--- config.mk ---
export PLATFORM = sky130hd
export DESIGN_NAME = inval_queue_ctrl
export DESIGN_NICKNAME = d
export VERILOG_FILES = /design/src/rtl/pq_pkg.sv /design/src/rtl/pq_fifo.sv /design/src/rtl/pq_cache.sv /design/src/rtl/pq_barrier_fsm.sv /design/src/rtl/inval_queue_ctrl.sv
export SDC_FILE = /design/constraint.sdc
export NUM_CORES = 1
export LEC_CHECK = 0
export CAP_MARGIN = 20
export CORE_ASPECT_RATIO = 0.5
export CORE_MARGIN = 2
export CORE_UTILIZATION = 35
export CTS_CLUSTER_DIAMETER = 50
export CTS_CLUSTER_SIZE = 25
export DETAILED_ROUTE_END_ITERATION = 8
export SETUP_SLACK_MARGIN = 0.2
export SYNTH_ARGS = -nofsm -noshare
export SYNTH_HDL_FRONTEND = slang
export SYNTH_HIERARCHICAL = 1
export SYNTH_SLANG_ARGS = --single-unit
--- constraint.sdc ---
create_clock -name clk -period 4.55 [get_ports clk]
set_clock_uncertainty 0.15 [all_clocks]
set_input_delay 0.6825 -clock clk [delete_from_list [all_inputs] [get_ports clk]]
set_output_delay 0.6825 -clock clk [all_outputs]
set_load 0.1 [all_outputs]
--- src/rtl/pq_pkg.sv ---
package pq_pkg;
    typedef enum logic {
        MSG_INVAL = 1'b0,
        MSG_FILL  = 1'b1
    } msg_kind_e;

    typedef enum logic [1:0] {
        BAR_IDLE  = 2'd0,
        BAR_DRAIN = 2'd1,
        BAR_DONE  = 2'd2
    } bar_state_e;
endpackage

--- src/rtl/pq_fifo.sv ---
module pq_fifo #(
    parameter int DEPTH = 8,
    parameter int W     = 8,
    localparam int PTR_W = (DEPTH > 1) ? $clog2(DEPTH) : 1,
    localparam int CNT_W = $clog2(DEPTH + 1)
) (
    input  logic             clk,
    input  logic             rst_n,
    input  logic             push,
    input  logic [W-1:0]     push_data,
    input  logic             pop,
    output logic [W-1:0]     pop_data,
    output logic [CNT_W-1:0] count,
    output logic             full,
    output logic             empty
);
    logic [W-1:0]     mem [DEPTH];
    logic [PTR_W-1:0] wr_ptr, rd_ptr;

    function automatic logic [PTR_W-1:0] bump(input logic [PTR_W-1:0] p);
        return (p == PTR_W'(DEPTH - 1)) ? '0 : p + 1'b1;
    endfunction

    assign full     = (count == CNT_W'(DEPTH));
    assign empty    = (count == '0);
    assign pop_data = mem[rd_ptr];

    always_ff @(posedge clk) begin
        if (!rst_n) begin
            wr_ptr <= '0;
            rd_ptr <= '0;
            count  <= '0;
        end else begin
            if (push) begin
                mem[wr_ptr] <= push_data;
                wr_ptr      <= bump(wr_ptr);
            end
            if (pop) rd_ptr <= bump(rd_ptr);
            if (push && !pop)      count <= count + 1'b1;
            else if (pop && !push) count <= count - 1'b1;
        end
    end
endmodule

--- src/rtl/pq_cache.sv ---
module pq_cache #(
    parameter int IDX_W  = 3,
    parameter int TAG_W  = 4,
    parameter int DATA_W = 8,
    localparam int SETS  = 1 << IDX_W
) (
    input  logic              clk,
    input  logic              rst_n,
    input  logic              fill_en,
    input  logic [IDX_W-1:0]  fill_idx,
    input  logic [TAG_W-1:0]  fill_tag,
    input  logic [DATA_W-1:0] fill_data,
    input  logic              inv_en,
    input  logic [IDX_W-1:0]  inv_idx,
    input  logic [TAG_W-1:0]  inv_tag,
    input  logic              rd_en,
    input  logic [IDX_W-1:0]  rd_idx,
    input  logic [TAG_W-1:0]  rd_tag,
    output logic              rd_resp,
    output logic              rd_hit,
    output logic [DATA_W-1:0] rd_data
);
    logic [SETS-1:0]   valid;
    logic [TAG_W-1:0]  tags [SETS];
    logic [DATA_W-1:0] data [SETS];

    logic             same_line;
    logic             eff_valid;
    logic [TAG_W-1:0] eff_tag;
    logic             inv_match;

    always_comb begin
        same_line = fill_en && (fill_idx == inv_idx);
        eff_valid = same_line ? 1'b1 : valid[inv_idx];
        eff_tag   = same_line ? fill_tag : tags[inv_idx];
        inv_match = inv_en && eff_valid && (eff_tag == inv_tag);
    end

    always_ff @(posedge clk) begin
        if (!rst_n) begin
            valid <= '0;
        end else begin
            if (fill_en) begin
                valid[fill_idx] <= 1'b1;
                tags[fill_idx]  <= fill_tag;
                data[fill_idx]  <= fill_data;
            end
            if (inv_match) valid[inv_idx] <= 1'b0;
        end
    end

    always_ff @(posedge clk) begin
        if (!rst_n) begin
            rd_resp <= 1'b0;
            rd_hit  <= 1'b0;
            rd_data <= '0;
        end else begin
            rd_resp <= rd_en;
            rd_hit  <= rd_en && valid[rd_idx] && (tags[rd_idx] == rd_tag);
            rd_data <= rd_en ? data[rd_idx] : '0;
        end
    end
endmodule

--- src/rtl/pq_barrier_fsm.sv ---
module pq_barrier_fsm
    import pq_pkg::*;
(
    input  logic clk,
    input  logic rst_n,
    input  logic bar_valid,
    input  logic q_empty,
    output logic drain_mode,
    output logic bar_ready,
    output logic idle
);
    bar_state_e state, state_nx;

    always_ff @(posedge clk) begin
        if (!rst_n) state <= BAR_IDLE;
        else        state <= state_nx;
    end

    always_comb begin
        state_nx = state;
        unique case (state)
            BAR_IDLE:  if (bar_valid) state_nx = BAR_DRAIN;
            BAR_DRAIN: if (q_empty)   state_nx = BAR_DONE;
            BAR_DONE:  if (bar_valid) state_nx = BAR_IDLE;
            default:                  state_nx = BAR_IDLE;
        endcase
    end

    always_comb begin
        drain_mode = 1'b0;
        bar_ready  = 1'b0;
        idle       = 1'b0;
        unique case (state)
            BAR_IDLE:  idle       = 1'b1;
            BAR_DRAIN: drain_mode = 1'b1;
            BAR_DONE:  bar_ready  = 1'b1;
            default:   idle       = 1'b1;
        endcase
    end
endmodule

--- src/rtl/inval_queue_ctrl.sv ---
module inval_queue_ctrl
    import pq_pkg::*;
#(
    parameter int DEPTH     = 8,
    parameter int IDX_W     = 3,
    parameter int TAG_W     = 4,
    parameter int DATA_W    = 8,
    parameter int DRAIN_GAP = 0,
    localparam int OCC_W    = $clog2(DEPTH + 1),
    localparam int GAP_W    = $clog2(DRAIN_GAP + 2),
    localparam int ENT_W    = TAG_W + IDX_W
) (
    input  logic              clk,
    input  logic              rst_n,
    input  logic              msg_valid,
    input  logic              msg_kind,
    input  logic [TAG_W-1:0]  msg_tag,
    input  logic [IDX_W-1:0]  msg_idx,
    input  logic [DATA_W-1:0] msg_data,
    output logic              msg_ready,
    output logic              ack_valid,
    output logic [TAG_W-1:0]  ack_tag,
    output logic [IDX_W-1:0]  ack_idx,
    input  logic              ld_valid,
    input  logic [TAG_W-1:0]  ld_tag,
    input  logic [IDX_W-1:0]  ld_idx,
    output logic              ld_resp_valid,
    output logic              ld_hit,
    output logic [DATA_W-1:0] ld_data,
    input  logic              bar_valid,
    output logic              bar_ready,
    output logic [OCC_W-1:0]  occupancy
);
    logic             q_full, q_empty, drain_mode, bar_idle;
    logic             push_inv, fill_en, svc;
    logic [ENT_W-1:0] head;
    logic [GAP_W-1:0] gap_cnt;

    assign msg_ready = (msg_kind == MSG_FILL) ? 1'b1 : (!q_full && bar_idle);
    assign push_inv  = msg_valid && (msg_kind == MSG_INVAL) && !q_full && bar_idle;
    assign fill_en   = msg_valid && (msg_kind == MSG_FILL);
    assign svc       = !q_empty && (drain_mode || (gap_cnt == '0));

    pq_fifo #(.DEPTH(DEPTH), .W(ENT_W)) u_fifo (
        .clk(clk), .rst_n(rst_n),
        .push(push_inv), .push_data({msg_tag, msg_idx}),
        .pop(svc), .pop_data(head),
        .count(occupancy), .full(q_full), .empty(q_empty)
    );

    pq_cache #(.IDX_W(IDX_W), .TAG_W(TAG_W), .DATA_W(DATA_W)) u_cache (
        .clk(clk), .rst_n(rst_n),
        .fill_en(fill_en), .fill_idx(msg_idx), .fill_tag(msg_tag), .fill_data(msg_data),
        .inv_en(svc), .inv_idx(head[IDX_W-1:0]), .inv_tag(head[ENT_W-1:IDX_W]),
        .rd_en(ld_valid), .rd_idx(ld_idx), .rd_tag(ld_tag),
        .rd_resp(ld_resp_valid), .rd_hit(ld_hit), .rd_data(ld_data)
    );

    pq_barrier_fsm u_bar (
        .clk(clk), .rst_n(rst_n), .bar_valid(bar_valid), .q_empty(q_empty),
        .drain_mode(drain_mode), .bar_ready(bar_ready), .idle(bar_idle)
    );

    always_ff @(posedge clk) begin
        if (!rst_n) begin
            gap_cnt <= GAP_W'(DRAIN_GAP);
        end else if (q_empty || svc) begin
            gap_cnt <= GAP_W'(DRAIN_GAP);
        end else if (gap_cnt != '0) begin
            gap_cnt <= gap_cnt - 1'b1;
        end
    end

    always_ff @(posedge clk) begin
        if (!rst_n) begin
            ack_valid <= 1'b0;
            ack_tag   <= '0;
            ack_idx   <= '0;
        end else begin
            ack_valid <= push_inv;
            if (push_inv) begin
                ack_tag <= msg_tag;
                ack_idx <= msg_idx;
            end
        end
    end
endmodule

# Yosys cells after proc, flatten, opt, wreduce, memory -nomap -nowiden
# Memories as Yosys holds them, arrays and structs flattened. A register that Yosys moved wholly into a read port is not among the register bits.
# Index checks and enable logic that the tools add are counted.
word_totals:
  register_bits: 31
  latchBits: 0
  ramBits: 152
  rom_bits: 0
  output_inout_bits: 24
  memories: 3
classes:
  n_addsub: 5
  mul: 0
  div_mod_pow: 0
  n_lt_le_gt_ge: 5
  eq_ne: 11
  shifts: 0
  muxes: 33
  bitwise: 6
  reduce_logical: 29
mem_list:
  columns: ["name", "words", "word_bits", "read_ports", "rd_clocked_by_memory_dff", "wr", "line", "text"]
  rows:
  - ["u_cache.data", 8, 8, 1, 1, 1, "pq_cache.sv:25", "logic [DATA_W-1:0] data [SETS];"]
  - ["u_fifo.mem", 8, 7, 1, 1, 1, "pq_fifo.sv:17", "logic [W-1:0] mem [DEPTH];"]
  - ["u_cache.tags", 8, 4, 2, 0, 1, "pq_cache.sv:24", "logic [TAG_W-1:0] tags [SETS];"]
ops:
  columns: ["operator", "count"]
  rows:
  - ["two-way mux 8 bit", 3]
  - ["logical AND 1 bit", 15]
  - ["two-way mux 1 bit", 15]
  - ["less-than comparator 3 x 4 -> 1 bit (second input constant)", 3]
  - ["two-way mux 3 bit", 4]
  - ["two-way mux 4 bit", 3]
  - ["AND 8 bit", 1]
  - ["equality test 4 bit", 2]
  - ["inverter 8 bit", 1]
  - ["bitwise OR 8 bit", 1]
  - ["adder 3 x 1 -> 3 bit (second input constant)", 2]
  - ["binary-select mux 1 bit (select 3 bit)", 2]
  - ["demux 1 bit (select 3 bit)", 2]
  - ["equality test 3 bit (second input constant)", 2]
  - ["greater-or-equal comparator 3 x 1 -> 1 bit (second input constant)", 2]
  - ["two-way mux 2 bit", 3]
  - ["inequality test 2 bit (second input constant)", 3]
  - ["one-hot mux 2 bit (3 select lines)", 1]
  - ["zero test 1 bit", 5]
  - ["adder 4 x 1 -> 4 bit (second input constant)", 1]
  - ["equality test 4 bit (second input constant)", 1]
  - ["zero test 4 bit", 1]
  - ["subtractor 4 x 1 -> 4 bit (second input constant)", 1]
  - ["equality test 3 bit", 1]
  - ["other kinds (11)", 14]

# Logic depth before layout (Yosys ltp)
logic_depth:
  depth_word: 9
  ltp_mapped: 13
  ltp_nobuf: 12

# Modules after synthesis
# Netlist, hierarchy kept.
modules_own_cells:
  columns: ["mod", "n_inst", "cells_per_inst", "area_each_um2"]
  rows:
  - ["pq_cache", 1, 292, 4949.7]
  - ["pq_fifo", 1, 157, 2837.7]
  - ["inval_queue_ctrl", 1, 40, 371.6]
  - ["pq_barrier_fsm", 1, 18, 158.9]

# Worst setup path after synthesis
# Ideal clock, no wire load.
synth_timing:
  path_kind: "reg-to-reg"
  start: "register with a tool-made name"
  end: "register u_cache.valid[0]"
  setup_ns: 0.147
  t_arrival_ns: 3.085
  required_time_ns: 4.253
  setup_slack_ns: 1.168
  stages_incl_launch_ff: 13
  n_path_buf: 4
  period_less_slack_ns: 3.382
  cell_sequence: "dfxtp_1 buf_6 buf_12 mux4_1 mux2_2 buf_6 buf_6 nor2b_1 a221o_1 a2111oi_2 a211oi_1 a2111oi_4 a41oi_1"
synth_rtl:
  columns: ["item", "line", "text"]
  rows:
  - ["end signal, assigned", "pq_cache.sv:41", "valid <= '0;"]
  - ["end signal, assigned by index", "pq_cache.sv:44", "valid[fill_idx] <= 1'b1;"]
  - ["end signal, assigned by index", "pq_cache.sv:48", "if (inv_match) valid[inv_idx] <= 1'b0;"]
  - ["end, declared", "pq_cache.sv:23", "logic [SETS-1:0] valid;"]

==> summary.txt <==
Outcome
  – Outcome: finished clean

Placed design
  – DP Area: 9190 sq um
  – GPL Wtd Cong: 0.763
  – DP Wirelength: 10.8 mm
  – DP Cell Count: 858
  – IO Port Bufs: 51

Setup path
  – Arrival @ worst endpoint: 3.90 ns
  – Worst EP required: 4.70 ns
  – CP Launch Type: register
  – CP max FO: 23
  – Kind of critical path: register to register
  – CP Capture Type: register

Logic synthesis
  – Ys flop type: edfxtp_1
  – Syn nets: 547
  – Post-synth EDFFs: 152
  – Synth Cell Area: 8320 sq um
  – Area leader, netlist: edfxtp_1
  – Share of the synthesized area in the top cell type: 54.9%
  – YS warnings: 6
  – Share of flip-flops with an asynchronous set or reset: 0%
  – Largest cells by area after synthesis: edfxtp_1 55%, dfxtp_1 10%, mux4_2 8.4%
  – Avg Cell Area, Syn: 16.4 sq um
  – Register area share after synthesis: 65.0%
  – Synth cell types: 60
  – Post-Syn Instances: 507
  – Register bit total from synthesis: 194

Global route
  – Antenna violations before repair: 0
  – Largest net degree at the start of global routing: 46
  – Global-route wire length before repair: 26.8 mm
  – Vias in the first global route: 4623
  – Grt ovf: 0
  – GR Util All Layers: 14.4%

Route
  – Final wirelength: 17.3 mm
  – Wirelength per Cell: 19.4 microns
  – Vias: 4531
  – First drt pass iteration count: 4
  – DR vias/cell: 5.09
  – Iter 0 DRT Violations: 249
  – DRC errors left: 0
  – ANT nets after route: 0

Clock network
  – Postcts setup bufs: 0
  – CTS sink count: 194
  – CTS clock-pin slew for the worst setup and hold paths: 0.07 ns
  – Buffer depth of the longest clock path: 2
  – CTS tree: built
  – # resized after CTS: 0
  – Clk root buf: clkbuf_16
  – Worst skew pair latency: 0.44 ns
  – Total CTS buffers: 17
  – Hold Buf Count CTS: 0
  – H-Tree Depth: 4

Power
  – Sequential Power Share: 41.5%
  – Switching power: 0.00143 W
  – Leakage Power: 3.32 nW
  – Peak VDD IR: 0.000307 V
  – PwrDens: 500 nW/um^2
  – Combinational Power Share: 24.2%
  – Int Pwr: 0.00350 W
  – Switching Share: 29.0%
  – Clock share of power: 34.3%

Layout
  – # diodes: 0
  – Final Cell Area: 9850 sq um
  – P&R area growth vs syn: 18.4%
  – Layout cells sized above 1: 17.8%
  – Most frequent cells in the layout: 152 x edfxtp_1, 50 x clkdlybuf4s50_1, 42 x dfxtp_1, 34 x nor2_1
  – Post-Layout Cell Count: 890
  – Most common cell after layout, fill and taps aside: edfxtp_1
  – Nets: 610

Die
  – Initial core utilization: 36.0%
  – Core ar.: 23100 sq um
  – I/O pin count: 52
  – Die width: 222 microns
  – Rows: 39
  – Die area: 25100 sq um
  – Die Ht: 113 microns

STA
  – Final min period: 3.75 ns
  – Slew Limit Fails: 0
  – Worst-Margin Slew: 1.02 ns
  – Setup TNS: 0 ns
  – RSZ-0062 raised after global routing: false
  – Slew HR: 32.0%
  – Final period utilization: 82.4%
  – Finish-stage setup viols: 0
  – Hold slack: 0.313 ns
  – Hold Violations, Final: 0
  – FMAX: 0.267 GHz

Flow run
  – Maximum Capacitance Violations: 0

Hold path
  – Tightest Hold Check Type: register to register
final cells by class:
type / count / area, sq um
Clock buffer: 20 / 437
Multi-Input combinational cell: 270 / 2680
Timing Repair Buffer: 71 / 656
Sequential cell: 194 / 5410
Fill cell: 2063 / 13200
Clock inverter: 12 / 228
Inverter: 16 / 60.1
Tap cell: 307 / 384
worst max-delay path, stage by stage, from the launching register on:
cell and delay [ns]:
dfxtp_1 0.55, mux4_1 0.61, mux2_2 0.47, nor2b_1 0.25, a221o_1 0.41, a2111oi_2 0.30
a211oi_1 0.13, a2111oi_4 0.54, a41oi_1 0.19
registers in the layout, summed over array words and instances (netlist names), named ones only:
signal	cells
u_fifo/wr_ptr	3
u_cache/rd_data	8
ack_valid	1
ack_tag	4
u_fifo/mem	56
u_cache/rd_hit	1
u_cache/valid	8
ack_idx	3
gap_cnt	1
u_cache/tags	32
u_cache/data	64
u_cache/rd_resp	1
u_fifo/count	4
u_bar/state	2
u_fifo/rd_ptr	3
path summary, 6_finish.rpt:
kind,start,cells past startpoint,slack (ns),end
worst max-delay path,register,8,0.80,u_cache/valid[1]
worst max register to register,register,8,0.80,u_cache/valid[1]
worst min-delay path,ack_tag[3],2,0.31,ack_tag[3]
worst min register to register,ack_tag[3],2,0.31,ack_tag[3]
cells by family after synthesis:
| group | after synthesis | synth area share, % |
|---|---|---|
| fa+ha+maj | 12 | 1.90 |
| xor+xnor | 9 | 0.948 |
| mux | 85 | 17.8 |
| flops | 194 | 65.0 |
| simple gates | 117 | 7.13 |
| compound gates | 46 | 4.35 |
| buf+inv | 43 | 2.89 |
| other cells | 1 | 0.0451 |
cell usage after synthesis (8+ instances only):
cell        n
inv_1      16
mux2_2      8
ha_1       11
nand2b_1    8
nand2_1    30
buf_2      10
nor2_1     34
dfxtp_1    42
nor3_1      9
mux4_2     31
mux2i_1    31
mux4_1     14
edfxtp_1  152
o21ai_0    11
a21oi_1     8
per-stage QoR:
stage	utilization [%]	power (W)	setup WS [ns]
2_1_floorplan	-	0.00307	1.17
3_3_place_gp	39.8	0.00326	0.895
3_5_place_dp	39.8	0.00328	0.823
4_1_cts	42.7	0.00498	0.802
5_1_grt	42.7	0.00515	0.536
6_report	42.7	0.00492	0.800
routing by layer:
metal / global-route usage [%] / part of all wire (%)
met4: 5.05 / 1.2
met1: 19.5 / 47
met3: 3.82 / 4.2
met2: 22.8 / 47
met5: 0 / 0
power groups by stage:
stage	logic (W)	clock network, W	registers (W)
2_1_floorplan	0.000838	0	0.00223
3_3_place_gp	0.00117	0	0.00208
3_5_place_dp	0.00119	0	0.00208
4_1_cts	0.00120	0.00173	0.00205
5_1_grt	0.00129	0.00180	0.00206
6_report	0.00119	0.00169	0.00205
Note: power is estimated with default switching activity, not from simulation.
